[src/rtl/dcd_pkg.sv]
package dcd_pkg;

  typedef enum logic [2:0] {
    OP_NOP = 3'd0,
    OP_ACT = 3'd1,
    OP_RD  = 3'd2,
    OP_WR  = 3'd3,
    OP_PRE = 3'd4,
    OP_REF = 3'd5,
    OP_MRS = 3'd6,
    OP_ZQ  = 3'd7
  } op_e;

  // strobes are given in (ras_n, cas_n, we_n) order
  function automatic op_e strobe_to_op(input logic [2:0] strb);
    case (strb)
      3'b011:  return OP_ACT;
      3'b101:  return OP_RD;
      3'b100:  return OP_WR;
      3'b010:  return OP_PRE;
      3'b001:  return OP_REF;
      3'b000:  return OP_MRS;
      3'b110:  return OP_ZQ;
      default: return OP_NOP;
    endcase
  endfunction

endpackage

[src/rtl/dcd_classify.sv]
module dcd_classify
  import dcd_pkg::*;
(
  input  logic       cke,
  input  logic       cke_q,
  input  logic       cs_n,
  input  logic [2:0] strb,
  output logic       live,
  output op_e        op,
  output logic       pd_entry,
  output logic       sr_entry
);
  logic entry;

  always_comb begin
    live     = cke & ~cs_n;
    op       = live ? strobe_to_op(strb) : OP_NOP;
    entry    = ~cke & cke_q;
    sr_entry = entry & ~cs_n & (strb == 3'b001);
    pd_entry = entry & ~sr_entry;
  end
endmodule

[src/rtl/dcd_bank_slot.sv]
module dcd_bank_slot
  import dcd_pkg::*;
#(
  parameter int ADDR_W  = 16,
  parameter int TMR_W   = 3,
  parameter int AP_FULL = 4,
  parameter int AP_CHOP = 2
) (
  input  logic              clk,
  input  logic              rst,
  input  logic              accept,
  input  op_e               op,
  input  logic              hit,
  input  logic              ap_bit,
  input  logic              full_bit,
  input  logic [ADDR_W-1:0] addr,
  output logic              is_open,
  output logic [ADDR_W-1:0] row
);
  logic [TMR_W-1:0] tmr_q;

  always_ff @(posedge clk) begin
    if (rst) begin
      is_open <= 1'b0;
      row     <= '0;
      tmr_q   <= '0;
    end else begin
      // the timer runs first, so a command on the same edge wins
      if (tmr_q != '0) begin
        tmr_q <= tmr_q - 1'b1;
        if (tmr_q == TMR_W'(1)) is_open <= 1'b0;
      end
      if (accept) begin
        case (op)
          OP_ACT: if (hit) begin
            is_open <= 1'b1;
            row     <= addr;
          end
          OP_RD, OP_WR: if (hit && ap_bit) begin
            is_open <= 1'b1;
            tmr_q   <= full_bit ? TMR_W'(AP_FULL) : TMR_W'(AP_CHOP);
          end
          OP_PRE: if (hit || ap_bit) begin
            is_open <= 1'b0;
            tmr_q   <= '0;
          end
          default: ;
        endcase
      end
    end
  end
endmodule

[src/rtl/dcd_bank_tracker.sv]
module dcd_bank_tracker
  import dcd_pkg::*;
#(
  parameter int NUM_BANKS = 8,
  parameter int ADDR_W    = 16,
  parameter int AP_FULL   = 4,
  parameter int AP_CHOP   = 2,
  localparam int BA_W     = $clog2(NUM_BANKS),
  localparam int AP_MAX   = (AP_FULL > AP_CHOP) ? AP_FULL : AP_CHOP,
  localparam int TMR_W    = $clog2(AP_MAX + 1)
) (
  input  logic                 clk,
  input  logic                 rst,
  input  logic                 live,
  input  op_e                  op,
  input  logic [BA_W-1:0]      bank,
  input  logic [ADDR_W-1:0]    addr,
  input  logic                 ap_bit,
  input  logic                 full_bit,
  output logic [NUM_BANKS-1:0] open_mask,
  output logic [ADDR_W-1:0]    sel_row,
  output logic                 viol
);
  logic [ADDR_W-1:0] rows [NUM_BANKS];
  logic              accept;

  always_comb begin
    viol = 1'b0;
    if (live) begin
      case (op)
        OP_ACT:         viol = open_mask[bank];
        OP_RD, OP_WR:   viol = ~open_mask[bank];
        OP_REF, OP_MRS: viol = |open_mask;
        default:        viol = 1'b0;
      endcase
    end
    accept  = live & ~viol;
    sel_row = rows[bank];
  end

  for (genvar b = 0; b < NUM_BANKS; b++) begin : g_bank
    dcd_bank_slot #(
      .ADDR_W (ADDR_W),
      .TMR_W  (TMR_W),
      .AP_FULL(AP_FULL),
      .AP_CHOP(AP_CHOP)
    ) u_slot (
      .clk     (clk),
      .rst     (rst),
      .accept  (accept),
      .op      (op),
      .hit     (bank == BA_W'(b)),
      .ap_bit  (ap_bit),
      .full_bit(full_bit),
      .addr    (addr),
      .is_open (open_mask[b]),
      .row     (rows[b])
    );
  end
endmodule

[src/rtl/dram_cmd_decode.sv]
module dram_cmd_decode
  import dcd_pkg::*;
#(
  parameter int NUM_BANKS = 8,
  parameter int ADDR_W    = 16,
  parameter int AP_BIT    = 10,
  parameter int CHOP_BIT  = 12,
  parameter int AP_FULL   = 4,
  parameter int AP_CHOP   = 2,
  localparam int BA_W     = $clog2(NUM_BANKS)
) (
  input  logic                 clk,
  input  logic                 rst,
  input  logic                 cke,
  input  logic                 cs_n,
  input  logic                 ras_n,
  input  logic                 cas_n,
  input  logic                 we_n,
  input  logic [BA_W-1:0]      ba,
  input  logic [ADDR_W-1:0]    addr,
  output logic                 out_valid,
  output logic [2:0]           out_op,
  output logic [BA_W-1:0]      out_bank,
  output logic                 out_all_banks,
  output logic [ADDR_W-1:0]    out_addr,
  output logic                 out_auto_pre,
  output logic                 out_chop,
  output logic [ADDR_W-1:0]    out_row,
  output logic                 out_pd_enter,
  output logic                 out_sr_enter,
  output logic                 proto_err,
  output logic [NUM_BANKS-1:0] open_banks
);
  logic              cke_q;
  logic              live, pd_entry, sr_entry, viol, is_rw;
  op_e               op;
  logic [ADDR_W-1:0] sel_row;

  dcd_classify u_classify (
    .cke     (cke),
    .cke_q   (cke_q),
    .cs_n    (cs_n),
    .strb    ({ras_n, cas_n, we_n}),
    .live    (live),
    .op      (op),
    .pd_entry(pd_entry),
    .sr_entry(sr_entry)
  );

  dcd_bank_tracker #(
    .NUM_BANKS(NUM_BANKS),
    .ADDR_W   (ADDR_W),
    .AP_FULL  (AP_FULL),
    .AP_CHOP  (AP_CHOP)
  ) u_tracker (
    .clk      (clk),
    .rst      (rst),
    .live     (live),
    .op       (op),
    .bank     (ba),
    .addr     (addr),
    .ap_bit   (addr[AP_BIT]),
    .full_bit (addr[CHOP_BIT]),
    .open_mask(open_banks),
    .sel_row  (sel_row),
    .viol     (viol)
  );

  assign is_rw = (op == OP_RD) || (op == OP_WR);

  always_ff @(posedge clk) begin
    if (rst) begin
      cke_q         <= 1'b0;
      out_valid     <= 1'b0;
      out_op        <= OP_NOP;
      out_bank      <= '0;
      out_all_banks <= 1'b0;
      out_addr      <= '0;
      out_auto_pre  <= 1'b0;
      out_chop      <= 1'b0;
      out_row       <= '0;
      out_pd_enter  <= 1'b0;
      out_sr_enter  <= 1'b0;
      proto_err     <= 1'b0;
    end else begin
      cke_q         <= cke;
      out_pd_enter  <= pd_entry;
      out_sr_enter  <= sr_entry;
      proto_err     <= viol;
      out_valid     <= 1'b0;
      out_op        <= OP_NOP;
      out_bank      <= '0;
      out_all_banks <= 1'b0;
      out_addr      <= '0;
      out_auto_pre  <= 1'b0;
      out_chop      <= 1'b0;
      out_row       <= '0;
      if (op != OP_NOP) begin
        out_valid     <= 1'b1;
        out_op        <= op;
        out_bank      <= ba;
        out_addr      <= addr;
        out_all_banks <= (op == OP_PRE) && addr[AP_BIT];
        out_auto_pre  <= is_rw && addr[AP_BIT];
        out_chop      <= is_rw && !addr[CHOP_BIT];
        out_row       <= is_rw ? sel_row : '0;
      end
    end
  end
endmodule

[config.mk]
export PLATFORM = sky130hd
export DESIGN_NAME = dram_cmd_decode
export DESIGN_NICKNAME = d
export VERILOG_FILES = /design/src/rtl/dcd_pkg.sv /design/src/rtl/dcd_classify.sv /design/src/rtl/dcd_bank_slot.sv /design/src/rtl/dcd_bank_tracker.sv /design/src/rtl/dram_cmd_decode.sv
export SDC_FILE = /design/constraint.sdc
export NUM_CORES = 1
export LEC_CHECK = 0
export BUFFER_PORTS_ARGS = -buffer_cell sky130_fd_sc_hd__buf_2
export CAP_MARGIN = 20
export CORE_MARGIN = 8
export CORE_UTILIZATION = 55
export CTS_BUF_LIST = sky130_fd_sc_hd__clkbuf_16
export DETAILED_ROUTE_END_ITERATION = 10
export PLACE_DENSITY = 0.8
export SETUP_SLACK_MARGIN = 0.2
export SYNTH_ARGS = -nofsm -noshare
export SYNTH_HDL_FRONTEND = slang
export SYNTH_SLANG_ARGS = --single-unit
[constraint.sdc]
create_clock -name clk -period 5.16 [get_ports clk]
set_clock_uncertainty 0.05 [all_clocks]
set_input_delay 1.548 -clock clk [delete_from_list [all_inputs] [get_ports clk]]
set_output_delay 1.548 -clock clk [all_outputs]
set_load 0.05 [all_outputs]
==> flow_summary.ini <==
[run_status]
status = finished, final reports clean

[routing]
wl_met1_um = 11500
via_count = 9149
drc_errors = 0
dr.pass1.iters = 5
wl_um = 29500
met2WireLength_um = 14200
drtAntennaViolNets = 0
wl_per_cell_um = 22.4
dr.max_layer_used = met5
wl_met3_um = 2660
drt_iter0_drc = 1284
viasPerCell = 6.96

[setup_path]
cp.buffers_inverters = 3
worst_path_dominant_cell_family = buffers and inverters
critPathLaunchType = input port
arrival_ns = 3.97
worst-path-stages = 7
cp_slowest_cell = buf_2
reg2reg_depth = 6
crit_path_end_kind = register
critPathMaxStageDelay_ns = 0.59
cp_max_fo = 128
critPathKind = in -> reg
crit_required_ns = 5.53
crit_chain = buf_2 -> inv_1 -> a32oi_1 -> and3_4 -> buf_12 -> o31ai_1 -> a21oi_1

[layout]
area_growth_pct = 9.81
layout-drive-gt1-share = 0.177
nNetsFinal = 1120
final_util = 0.616
fill_cells = 1459
post-route-cell-area_um2 = 11100
seqCellArea_um2 = 4120
multi_input_area_um2 = 5290

[synthesis]
yosys.area_share.simple = 0.148
synth_top_family_by_area = compound AO/OA/AOI/OAI gates
synth_compound_area_frac = 0.237
synth.area.top_cells = dfxtp_1, o31ai_1, a21oi_1, nand4_1, mux4_2
avgSynthCellArea_um2 = 9.29
synth_seq_cells = 206
synthesis.area_um2 = 10100
ys_types = 50
synth.top_cell.area_share = 0.409
synth_edf_count = 0
synth_xor_area_frac = 0.00782
synth_fa_ha_area_frac = 0.0298
syn-num-nets = 1136
synthArstFlopShare = 0
ys_seq_area_frac = 0.409
synth_largest_area_cell = dfxtp_1
muxShareOfSynthArea = 0.0968
netlist_instances = 1086
ys.flop_type = dfxtp_1
ys_warn_count = 0

[timing]
slew_headroom = 0.321
finalCritPeriodShare = 0.697
hold_viol_final = 0
fmax_ghz = 0.278
holdWs_ns = 0.412
setup_viol = 0
finalCriticalPeriod_ns = 3.60
fin_tns_setup_ns = 0
max_slew.worst_pin.slew_ns = 1.01
slew_viol_final = 0
rsz0062_at_grt = false

[floorplan]
pin_count = 79
coreArea_um2 = 18000
die_h_um = 151
rows = 49
die-area_um2 = 22900
die_x_um = 151
start_util = 0.561

[global_route]
first_global_vias = 8911
grt_antenna_before_repair = 1
grt_start_max_net_pins = 129
grt_pass1_wl_um = 46500
grt_usage = 0.250
globalRoute.totalOverflow = 0

[clock_network]
h-tree-depth = 1
post_cts_buffers = 0
cts_sinks = 206
clockBufferDepth = 3
cts_tree = built
holdBufCountCts = 0
cts_made_buffers = 22
clk_pin_slew_ns = 0.06
cts.repair.resized = 0
clock_latency_ns = 0.50
root_buffer = clkbuf_16

[power_and_ir_drop]
p_int_mw = 2.80
sequentialPowerShare = 0.433
power.switching_mw = 1.21
ir_worst_vdd_mv = 0.297
p_per_area_nw_per_um2 = 362
swShare = 0.302
p_leak_nw = 3.83
combinationalPowerShare = 0.215
clkPwrFrac = 0.352

[placed_design]
dpl-instance-area_um2 = 10400
hpwl_um = 17300
finalWeightedCongestion = 0.826
portBuffers = 78

[worst_hold_path]
holdPathStages = 2
min_path_type = reg -> reg

[run]
maxCapViolCount = 0
==> layer usage <==
metal / up-vias / track usage
met1: 4466 / 0.313
li1: 4107 / -
met2: 477 / 0.409
met4: 2 / 0.118
met5: - / 0
met3: 97 / 0.0478
==> logic make-up (layout without fill, tap and decap cells) <==
group                    Yosys count  after routing
AND/OR/NAND/NOR                  252            252
XOR/XNOR                           9              9
flip-flops                       206            206
AO/OA/AOI/OAI                    367            367
multiplexers                      57             57
other                              0              1
buffers and inverters            171            169
adder cells (fa/ha/maj)           24             24
==> flip-flops by register name, summed over array words and instances (netlist names) <==
| signal | cells |
|---|---|
| out_valid | 1 |
| cke_q | 1 |
| out_auto_pre | 1 |
| u_tracker.g_bank.u_slot.is_open | 8 |
| out_bank | 3 |
| u_tracker.g_bank.u_slot.row | 128 |
| out_sr_enter | 1 |
| out_pd_enter | 1 |
| out_addr | 16 |
| out_all_banks | 1 |
| u_tracker.g_bank.u_slot.tmr_q | 24 |
| proto_err | 1 |
| out_chop | 1 |
| out_op | 3 |
| out_row | 16 |
==> worst paths after layout <==
| kind | startpoint | endpoint | slack, ns |
|---|---|---|---|
| setup / recovery | ba[0] | u_tracker.g_bank[5].u_slot.row[1]$_SDFFE_PP0P_ | 1.56 |
| hold / removal | cke_q$_SDFF_PP0_ | out_sr_enter$_SDFF_PP0_ | 0.41 |
| setup reg to reg | u_tracker.g_bank[6].u_slot.is_open$_SDFF_PP0_ | u_tracker.g_bank[5].u_slot.row[1]$_SDFFE_PP0P_ | 2.81 |
| hold reg to reg | cke_q$_SDFF_PP0_ | out_sr_enter$_SDFF_PP0_ | 0.41 |
==> placed cells by master, fill, tap and decap left out, types with 4 or more instances in the layout <==
cell type | netlist | routed
dfxtp_1 | 206 | 206
a21oi_1 | 165 | 165
o31ai_1 | 130 | 130
nand4_1 | 129 | 129
buf_2 | 23 | 77
inv_1 | 24 | 33
mux4_2 | 32 | 32
nor2_1 | 31 | 31
buf_4 | 8 | 27
mux2i_1 | 24 | 24
ha_1 | 24 | 24
clkbuf_16 | 0 | 23
and2_1 | 21 | 21
o22ai_1 | 15 | 15
nand2_1 | 12 | 11
nand2b_1 | 11 | 11
nand3_1 | 12 | 11
o22ai_2 | 9 | 9
xnor2_1 | 9 | 9
o22a_1 | 8 | 8
o21ai_0 | 8 | 8
a2bb2oi_1 | 8 | 8
a211oi_1 | 7 | 7
a21bo_2 | 6 | 6
nor3_1 | 7 | 5
nor2b_1 | 4 | 4
and3b_1 | 4 | 4
clkinv_1 | 0 | 4
==> stage by stage <==
step	worst slack, ns	power, mW	cells
finish	1.56	4.01	1314
global route	1.37	4.18	1313
CTS	1.61	4.00	1313
detailed placement	1.10	2.61	1275
global placement	1.11	2.58	1275
floorplan	1.76	2.43	1086
==> worst reg2reg max path: stages, from the launching register on <==
cell	delay (ns)
dfxtp_1	0.43
mux2i_1	0.12
a32oi_1	0.47
and3_4	0.30
buf_12	0.40
o31ai_1	0.31
a21oi_1	0.19
==> cells in the mapped netlist, drive strengths merged (7+ instances only) <==
master	instances
a211oi	8
a21oi	165
a2bb2oi	8
and2	21
buf	42
clkbuf	105
dfxtp	206
ha	24
inv	24
mux2i	24
mux4	32
nand2	12
nand2b	11
nand3	12
nand4	129
nor2	31
nor3	7
o21ai	10
o22a	8
o22ai	24
o31ai	130
xnor2	9
==> power groups by stage <==
stage	Clock (mW)	Combinational, mW	Sequential [mW]
finish	1.41	0.863	1.74
global route	1.49	0.940	1.75
CTS	1.42	0.846	1.73
detailed placement	0	0.841	1.77
global placement	0	0.815	1.77
floorplan	0	0.654	1.77
==> area by class of cell <==
cell class,instances,area share
multi-input cells,709,0.478
flip-flops and latches,206,0.372
repair buffers,107,0.0585
clock buffers,23,0.0520
well taps,229,0.0259
inverters,24,0.00813
clock inverters,15,0.00531
diodes,1,0.000226
No activity file was read; power rests on OpenSTA's default activity.
